[config.mk]
export PLATFORM = sky130hd
export DESIGN_NAME = mtrap_csr_unit
export DESIGN_NICKNAME = d
export VERILOG_FILES = /design/src/rtl/mtrap_csr_pkg.sv /design/src/rtl/mtrap_csr_status.sv /design/src/rtl/mtrap_csr_irq.sv /design/src/rtl/mtrap_csr_vector.sv /design/src/rtl/mtrap_csr_unit.sv
export SDC_FILE = /design/constraint.sdc
export NUM_CORES = 1
export LEC_CHECK = 0
export ABC_AREA = 1
export ABC_CLOCK_PERIOD_IN_PS = 2330
export BUFFER_PORTS_ARGS = -buffer_cell sky130_fd_sc_hd__buf_4
export CORE_ASPECT_RATIO = 0.75
export CORE_UTILIZATION = 30
export DETAILED_ROUTE_END_ITERATION = 10
export GPL_TIMING_DRIVEN = 0
export PLACE_DENSITY_LB_ADDON = 0.1
export SYNTH_ARGS = -nofsm -noshare
export SYNTH_HDL_FRONTEND = slang
export SYNTH_SLANG_ARGS = --single-unit
[constraint.sdc]
create_clock -name clk_i -period 2.33 [get_ports clk_i]
set_clock_uncertainty 0.2 [all_clocks]
set_input_delay 0.1165 -clock clk_i [delete_from_list [all_inputs] [get_ports clk_i]]
set_output_delay 0.1165 -clock clk_i [all_outputs]
set_load 0.03 [all_outputs]
[src/rtl/mtrap_csr_pkg.sv]
package mtrap_csr_pkg;

   localparam int unsigned XLEN = 32;

   localparam logic [1:0] OP_READ  = 2'd0;
   localparam logic [1:0] OP_WRITE = 2'd1;
   localparam logic [1:0] OP_SET   = 2'd2;
   localparam logic [1:0] OP_CLEAR = 2'd3;

   localparam logic [1:0] PRV_USER    = 2'b00;
   localparam logic [1:0] PRV_MACHINE = 2'b11;

   localparam logic [11:0] A_STATUS  = 12'h300;
   localparam logic [11:0] A_IRQEN   = 12'h304;
   localparam logic [11:0] A_VECTOR  = 12'h305;
   localparam logic [11:0] A_SCRATCH = 12'h340;
   localparam logic [11:0] A_EPC     = 12'h341;
   localparam logic [11:0] A_CAUSE   = 12'h342;
   localparam logic [11:0] A_TVAL    = 12'h343;
   localparam logic [11:0] A_IRQPEND = 12'h344;

   localparam int unsigned B_GIE   = 3;
   localparam int unsigned B_PGIE  = 7;
   localparam int unsigned B_PPRV  = 11;
   localparam int unsigned B_MPRV  = 17;
   localparam int unsigned B_TW    = 21;
   localparam int unsigned FAST_LO = 16;
   localparam int unsigned FAST_MAX = 15;

   function automatic logic [1:0] coerce_prv(input logic [1:0] v);
      return (v == PRV_USER) ? PRV_USER : PRV_MACHINE;
   endfunction

   function automatic logic [XLEN-1:0] apply_op(input logic [1:0] op,
                                                input logic [XLEN-1:0] cur,
                                                input logic [XLEN-1:0] arg);
      case (op)
         OP_SET:   return cur | arg;
         OP_CLEAR: return cur & ~arg;
         default:  return arg;
      endcase
   endfunction

   function automatic logic keeps_tval(input logic irq, input logic [4:0] code);
      if (irq) return 1'b0;
      return (code == 5'd2) || (code == 5'd4) || (code == 5'd5) ||
             (code == 5'd6) || (code == 5'd7);
   endfunction

endpackage

[src/rtl/mtrap_csr_status.sv]
module mtrap_csr_status
   import mtrap_csr_pkg::*;
(
   input  logic            clk_i,
   input  logic            rst_ni,
   input  logic            wr_en_i,
   input  logic [XLEN-1:0] wr_val_i,
   input  logic            trap_i,
   input  logic            mret_i,
   output logic [XLEN-1:0] status_o,
   output logic [1:0]      priv_o
);
   logic       gie_q, pgie_q, mprv_q, tw_q;
   logic [1:0] pprv_q, priv_q;

   always_ff @(posedge clk_i or negedge rst_ni) begin
      if (!rst_ni) begin
         gie_q  <= 1'b0;
         pgie_q <= 1'b0;
         pprv_q <= PRV_MACHINE;
         mprv_q <= 1'b0;
         tw_q   <= 1'b0;
         priv_q <= PRV_MACHINE;
      end else if (trap_i) begin
         pgie_q <= gie_q;
         gie_q  <= 1'b0;
         pprv_q <= priv_q;
         priv_q <= PRV_MACHINE;
      end else if (mret_i) begin
         gie_q  <= pgie_q;
         pgie_q <= 1'b1;
         priv_q <= pprv_q;
         pprv_q <= PRV_USER;
      end else if (wr_en_i) begin
         gie_q  <= wr_val_i[B_GIE];
         pgie_q <= wr_val_i[B_PGIE];
         pprv_q <= coerce_prv(wr_val_i[B_PPRV +: 2]);
         mprv_q <= wr_val_i[B_MPRV];
         tw_q   <= wr_val_i[B_TW];
      end
   end

   always_comb begin
      status_o              = '0;
      status_o[B_GIE]       = gie_q;
      status_o[B_PGIE]      = pgie_q;
      status_o[B_PPRV +: 2] = pprv_q;
      status_o[B_MPRV]      = mprv_q;
      status_o[B_TW]        = tw_q;
   end

   assign priv_o = priv_q;

   logic unused_wr_bits;
   assign unused_wr_bits = ^{wr_val_i[31:22], wr_val_i[20:18], wr_val_i[16:13],
                             wr_val_i[10:8], wr_val_i[6:4], wr_val_i[2:0]};
endmodule

[src/rtl/mtrap_csr_irq.sv]
module mtrap_csr_irq
   import mtrap_csr_pkg::*;
#(
   parameter int unsigned NUM_FAST = 15
) (
   input  logic                clk_i,
   input  logic                rst_ni,
   input  logic                wr_en_i,
   input  logic [XLEN-1:0]     wr_val_i,
   input  logic                irq_sw_i,
   input  logic                irq_timer_i,
   input  logic                irq_ext_i,
   input  logic [NUM_FAST-1:0] irq_fast_i,
   output logic [XLEN-1:0]     irqen_o,
   output logic [XLEN-1:0]     irqpend_o
);
   if (NUM_FAST < 1 || NUM_FAST > FAST_MAX) begin : g_bad_fast
      $error("NUM_FAST must lie between 1 and 15");
   end

   logic                sw_en_q, tm_en_q, ex_en_q;
   logic [NUM_FAST-1:0] fast_en_q;
   logic [FAST_MAX-1:0] fast_en_w, fast_pend_w;

   always_ff @(posedge clk_i or negedge rst_ni) begin
      if (!rst_ni) begin
         sw_en_q   <= 1'b0;
         tm_en_q   <= 1'b0;
         ex_en_q   <= 1'b0;
         fast_en_q <= '0;
      end else if (wr_en_i) begin
         sw_en_q   <= wr_val_i[3];
         tm_en_q   <= wr_val_i[7];
         ex_en_q   <= wr_val_i[11];
         fast_en_q <= wr_val_i[FAST_LO +: NUM_FAST];
      end
   end

   for (genvar i = 0; i < FAST_MAX; i++) begin : g_fast
      if (i < NUM_FAST) begin : g_used
         assign fast_en_w[i]   = fast_en_q[i];
         assign fast_pend_w[i] = fast_en_q[i] & irq_fast_i[i];
      end else begin : g_tied
         assign fast_en_w[i]   = 1'b0;
         assign fast_pend_w[i] = 1'b0;
      end
   end

   assign irqen_o   = {1'b0, fast_en_w, 4'b0, ex_en_q, 3'b0, tm_en_q, 3'b0, sw_en_q, 3'b0};
   assign irqpend_o = {1'b0, fast_pend_w, 4'b0, ex_en_q & irq_ext_i, 3'b0,
                       tm_en_q & irq_timer_i, 3'b0, sw_en_q & irq_sw_i, 3'b0};

   logic unused_wr_bits;
   assign unused_wr_bits = ^{wr_val_i[31:FAST_LO+NUM_FAST], wr_val_i[15:12],
                             wr_val_i[10:8], wr_val_i[6:4], wr_val_i[2:0]};
endmodule

[src/rtl/mtrap_csr_vector.sv]
module mtrap_csr_vector
   import mtrap_csr_pkg::*;
#(
   parameter int unsigned     ALIGN_BITS = 8,
   parameter logic [XLEN-1:0] RESET_BASE = '0
) (
   input  logic            clk_i,
   input  logic            rst_ni,
   input  logic            wr_en_i,
   input  logic [XLEN-1:0] wr_val_i,
   input  logic            irq_i,
   input  logic [4:0]      code_i,
   output logic [XLEN-1:0] vector_o,
   output logic [XLEN-1:0] target_o
);
   if (ALIGN_BITS < 7 || ALIGN_BITS > 30) begin : g_bad_align
      $error("ALIGN_BITS must leave room for 32 vector slots");
   end

   logic [XLEN-1:ALIGN_BITS] base_q;

   always_ff @(posedge clk_i or negedge rst_ni) begin
      if (!rst_ni)      base_q <= RESET_BASE[XLEN-1:ALIGN_BITS];
      else if (wr_en_i) base_q <= wr_val_i[XLEN-1:ALIGN_BITS];
   end

   logic [XLEN-1:0] base_w;
   assign base_w   = {base_q, {ALIGN_BITS{1'b0}}};
   assign vector_o = {base_q, {(ALIGN_BITS-2){1'b0}}, 2'b01};
   assign target_o = irq_i ? (base_w | XLEN'({code_i, 2'b00})) : base_w;

   logic unused_wr_bits;
   assign unused_wr_bits = ^wr_val_i[ALIGN_BITS-1:0];
endmodule

[src/rtl/mtrap_csr_unit.sv]
module mtrap_csr_unit
   import mtrap_csr_pkg::*;
#(
   parameter int unsigned     NUM_FAST   = 15,
   parameter int unsigned     ALIGN_BITS = 8,
   parameter logic [XLEN-1:0] VEC_RESET  = '0
) (
   input  logic                clk_i,
   input  logic                rst_ni,
   input  logic                csr_req_i,
   input  logic [11:0]         csr_addr_i,
   input  logic [1:0]          csr_op_i,
   input  logic [XLEN-1:0]     csr_wdata_i,
   output logic [XLEN-1:0]     csr_rdata_o,
   output logic                csr_illegal_o,
   input  logic                trap_i,
   input  logic                trap_irq_i,
   input  logic [4:0]          trap_code_i,
   input  logic [XLEN-1:0]     trap_pc_i,
   input  logic [XLEN-1:0]     trap_val_i,
   input  logic                mret_i,
   input  logic                irq_sw_i,
   input  logic                irq_timer_i,
   input  logic                irq_ext_i,
   input  logic [NUM_FAST-1:0] irq_fast_i,
   output logic [XLEN-1:0]     trap_pc_o,
   output logic [XLEN-1:0]     ret_pc_o,
   output logic [1:0]          priv_o,
   output logic                irq_pending_o
);
   logic [XLEN-1:0] status_w, irqen_w, irqpend_w, vector_w, wr_val_w;
   logic [XLEN-1:0] epc_q, tval_q, scratch_q;
   logic            cause_irq_q;
   logic [4:0]      cause_code_q;
   logic            known_w, wr_ok_w;

   always_comb begin
      known_w     = 1'b1;
      csr_rdata_o = '0;
      case (csr_addr_i)
         A_STATUS:  csr_rdata_o = status_w;
         A_IRQEN:   csr_rdata_o = irqen_w;
         A_VECTOR:  csr_rdata_o = vector_w;
         A_SCRATCH: csr_rdata_o = scratch_q;
         A_EPC:     csr_rdata_o = epc_q;
         A_CAUSE:   csr_rdata_o = {cause_irq_q, 26'b0, cause_code_q};
         A_TVAL:    csr_rdata_o = tval_q;
         A_IRQPEND: csr_rdata_o = irqpend_w;
         default:   known_w     = 1'b0;
      endcase
   end

   assign csr_illegal_o = csr_req_i &&
                          (!known_w || (priv_o == PRV_USER) ||
                           ((csr_addr_i == A_IRQPEND) && (csr_op_i != OP_READ)));
   assign wr_ok_w  = csr_req_i && (csr_op_i != OP_READ) && !csr_illegal_o &&
                     !trap_i && !mret_i;
   assign wr_val_w = apply_op(csr_op_i, csr_rdata_o, csr_wdata_i);

   mtrap_csr_status u_status (
      .clk_i    (clk_i),
      .rst_ni   (rst_ni),
      .wr_en_i  (wr_ok_w && (csr_addr_i == A_STATUS)),
      .wr_val_i (wr_val_w),
      .trap_i   (trap_i),
      .mret_i   (mret_i),
      .status_o (status_w),
      .priv_o   (priv_o)
   );

   mtrap_csr_irq #(.NUM_FAST(NUM_FAST)) u_irq (
      .clk_i       (clk_i),
      .rst_ni      (rst_ni),
      .wr_en_i     (wr_ok_w && (csr_addr_i == A_IRQEN)),
      .wr_val_i    (wr_val_w),
      .irq_sw_i    (irq_sw_i),
      .irq_timer_i (irq_timer_i),
      .irq_ext_i   (irq_ext_i),
      .irq_fast_i  (irq_fast_i),
      .irqen_o     (irqen_w),
      .irqpend_o   (irqpend_w)
   );

   mtrap_csr_vector #(.ALIGN_BITS(ALIGN_BITS), .RESET_BASE(VEC_RESET)) u_vector (
      .clk_i    (clk_i),
      .rst_ni   (rst_ni),
      .wr_en_i  (wr_ok_w && (csr_addr_i == A_VECTOR)),
      .wr_val_i (wr_val_w),
      .irq_i    (trap_irq_i),
      .code_i   (trap_code_i),
      .vector_o (vector_w),
      .target_o (trap_pc_o)
   );

   always_ff @(posedge clk_i or negedge rst_ni) begin
      if (!rst_ni) begin
         epc_q        <= '0;
         tval_q       <= '0;
         scratch_q    <= '0;
         cause_irq_q  <= 1'b0;
         cause_code_q <= '0;
      end else if (trap_i) begin
         epc_q        <= trap_pc_i;
         tval_q       <= keeps_tval(trap_irq_i, trap_code_i) ? trap_val_i : '0;
         cause_irq_q  <= trap_irq_i;
         cause_code_q <= trap_code_i;
      end else if (wr_ok_w) begin
         if (csr_addr_i == A_EPC)     epc_q     <= wr_val_w;
         if (csr_addr_i == A_TVAL)    tval_q    <= wr_val_w;
         if (csr_addr_i == A_SCRATCH) scratch_q <= wr_val_w;
         if (csr_addr_i == A_CAUSE) begin
            cause_irq_q  <= wr_val_w[XLEN-1];
            cause_code_q <= wr_val_w[4:0];
         end
      end
   end

   assign ret_pc_o      = epc_q;
   assign irq_pending_o = (|irqpend_w) && ((priv_o == PRV_USER) || status_w[B_GIE]);
endmodule

==> results.md <==
- First-pass DRT Iterations: 6
- Fin nets: 1808
- ANT nets after route: 0
- Design Area, Final: 0.0128 sq mm
- Placed cell areas: 0.0111 sq mm
- Clk Latency, worst-skew pair: 0.44 ns
- P_leak: 6.79 nW
- Iteration-0 DRC Markers: 970
- Arr. time, crit path: 1.92 ns
- TritonCTS clock tree: done
- Core area: 0.0284 sq mm
- Drt drc: 0
- Pin count of the biggest net entering global routing: 78
- Largest fanout on the critical path: 10
- Die H: 150 um
- Final Cycle Share: 96.0%
- Yosys warnings: 0
- Initial antenna violation count: 0
- CTS Buffer Depth: 2
- DR vias: 10400
- Post-synthesis register bit count: 152
- RSZ-0062 raised after global routing: true
- Worst hold path class: in -> reg
- Setup WS post-layout: 0.0929 ns
- Kind of critical path: in -> out
- Layout cell share with drive strength beyond 1: 21.2%
- Max-Cap Viols: 0
- Worst-path clk slew: 0.06 ns
- Pre-CTS setup slack: -0.727 ns
- First-pass GRT wire length: 61.9 mm
- GP Congestion: 0.937
- Slew Limit Fails: 0
- Mean Syn Cell Area: 6.75 sq um
- Area delta synth->final: 46.1%
- Total wire length: 41.9 mm
- Avg WL per Cell: 20.2 um
- Final Util: 45.2%
- Worst Tran Pin Value: 1.01 ns
- Worst vdd ir: 0.000459 V
- Worst EP required: 2.01 ns
- Io pins: 239
- Drt via density: 5.04
- Global-route usage over all layers: 28.5%
- Buffers on Ports: 235
- Max Fclk: 447 MHz
- Synth cell types: 34
- Sequential area share after synthesis: 43.3%
- CP Capture Type: primary output
- Pwr/cell area: 523 mW/mm^2
- Final setup viols: 0
- Slew margin rel.: 32.8%
- Mapped Area: 0.00879 sq mm
- Initial Util: 31.0%
- Ant diodes: 0
- Status: finished, final reports clean
- Die Width: 200 um
- Endpoints failing hold: 0
- CTS root buffer: clkbuf_16
- Cell Rows: 53
- Vias in the first global route: 9845
- H-Tree Depth: 4
- Startpoint type of the worst setup path: input port
- TritonCTS buffer count: 17
- Minimum clock period: 2.24 ns
- Setup TNS: 0 ns
- Detail Placement HPWL: 30.5 mm
- Die ar.: 0.0300 sq mm
- Syn Inst Count: 1302
- Total grt overflow: 0
- CTS Sinks: 152
## registers in the layout (all words and copies together) (netlist names), 2 cells and up
signal / flops
u_status.pprv_q: 2
u_vector.base_q: 24
u_irq.fast_en_q: 15
scratch_q: 32
tval_q: 32
u_status.priv_o: 2
ret_pc_o: 32
cause_code_q: 5
## power by group
| part | switching, mW | internal, mW | total, mW |
|---|---|---|---|
| sequential | 0.0758 | 2.73 | 2.81 |
| clock | 1.21 | 1.61 | 2.82 |
| combinational | 0.632 | 0.456 | 1.09 |
| total | 1.92 | 4.79 | 6.71 |
## per-layer routing
layer | up-vias | GRT usage [%] | routed length, um
met5 | - | 0 | 0
met2 | 471 | 41.4 | 17900
met3 | 47 | 5.09 | 3370
met4 | 0 | 7.14 | 759
li1 | 4876 | - | -
met1 | 5022 | 43.0 | 19900
## through the flow
stage / std cells / power (mW) / hold WS (ns)
floorplan: 1304 / 3.24 / -0.379
global placement: 1924 / 3.78 / 0.139
detailed placement: 1925 / 3.79 / -0.0609
CTS: 2064 / 6.74 / 0.0132
global route: 2067 / 6.95 / 0.0577
finish: 2067 / 6.71 / 0.0357
## cell usage in the layout (no fill, tap or decap), types with 22 or more instances in the layout
| master | n |
|---|---|
| nor2_1 | 91 |
| buf_2 | 22 |
| o21ai_0 | 115 |
| clkbuf_1 | 30 |
| nand3_1 | 189 |
| o21ai_1 | 27 |
| dfrtp_1 | 148 |
| dlygate4sd3_1 | 103 |
| buf_4 | 250 |
| inv_1 | 115 |
| nand2_1 | 474 |
## path summary, 6_finish.rpt
path	startpoint	to	slack [ns]	cells past startpoint
worst max-delay path	csr_addr_i[10]	csr_rdata_o[31]	0.09	11
worst min-delay path	csr_wdata_i[21]	u_vector.base_q[21]	0.04	5
worst max register to register	u_status.priv_o[1]	ret_pc_o[29]	0.13	10
worst min register to register	tval_q[5]	tval_q[5]	0.28	2
max in group asynchronous	rst_ni	ret_pc_o[6]	1.03	3
min in group asynchronous	rst_ni	ret_pc_o[28]	0.05	2
## cell usage after synthesis, drive strengths merged
cell type	count	area, sq um
o22ai	5	31.3
inv	120	450
o211ai	2	15.0
or2	9	56.3
buf	33	180
nand3	191	966
a21oi	9	56.3
o21ai	143	716
nor2	101	425
nand4	8	50.1
o2111ai	1	8.76
nor3	3	20.0
clkinv	1	3.75
clkbuf	37	139
dfrtp	148	3700
nor4	2	12.5
nand2	482	1830
dfstp	4	105
a32oi	1	8.76
conb	1	3.75
o21a	1	7.51
## worst max-delay path: stages
cell     delay (ns)
buf_4          0.11
inv_1          0.05
nand2_1        0.05
nor2_2         0.28
nand2_1        0.13
nor2_1         0.16
buf_2          0.38
nand2_1        0.08
o21ai_0        0.18
or2_2          0.22
buf_4          0.16
## logic make-up after synthesis
logic type | after synthesis | synth area share [%]
and+or+nand+nor | 796 | 38.2
DFF | 152 | 43.3
other | 1 | 0.0427
buffers and inverters | 191 | 8.80
AOI/OAI and AO/OA | 162 | 9.60
## timing repair
action                     in CTS  in global routing
hold endpoints to repair      213                  0
pin swaps                       1                  1
buffers inserted                5                  3
cloned                          0                  0
setup endpoints to repair     136                161
resized for setup              24                 24
hold buffers                  103                  0
## cell type report
class / instances / area (sq um)
plain buffers: 69 / 363
clock buffers: 21 / 450
clock inverters: 11 / 121
fillers: 2950 / 15500
inverters: 121 / 454
multi-input cells: 961 / 4270
flip-flops and latches: 152 / 3810
well taps: 385 / 482
repair buffers: 347 / 2890
(Power assumes the default switching activity.)
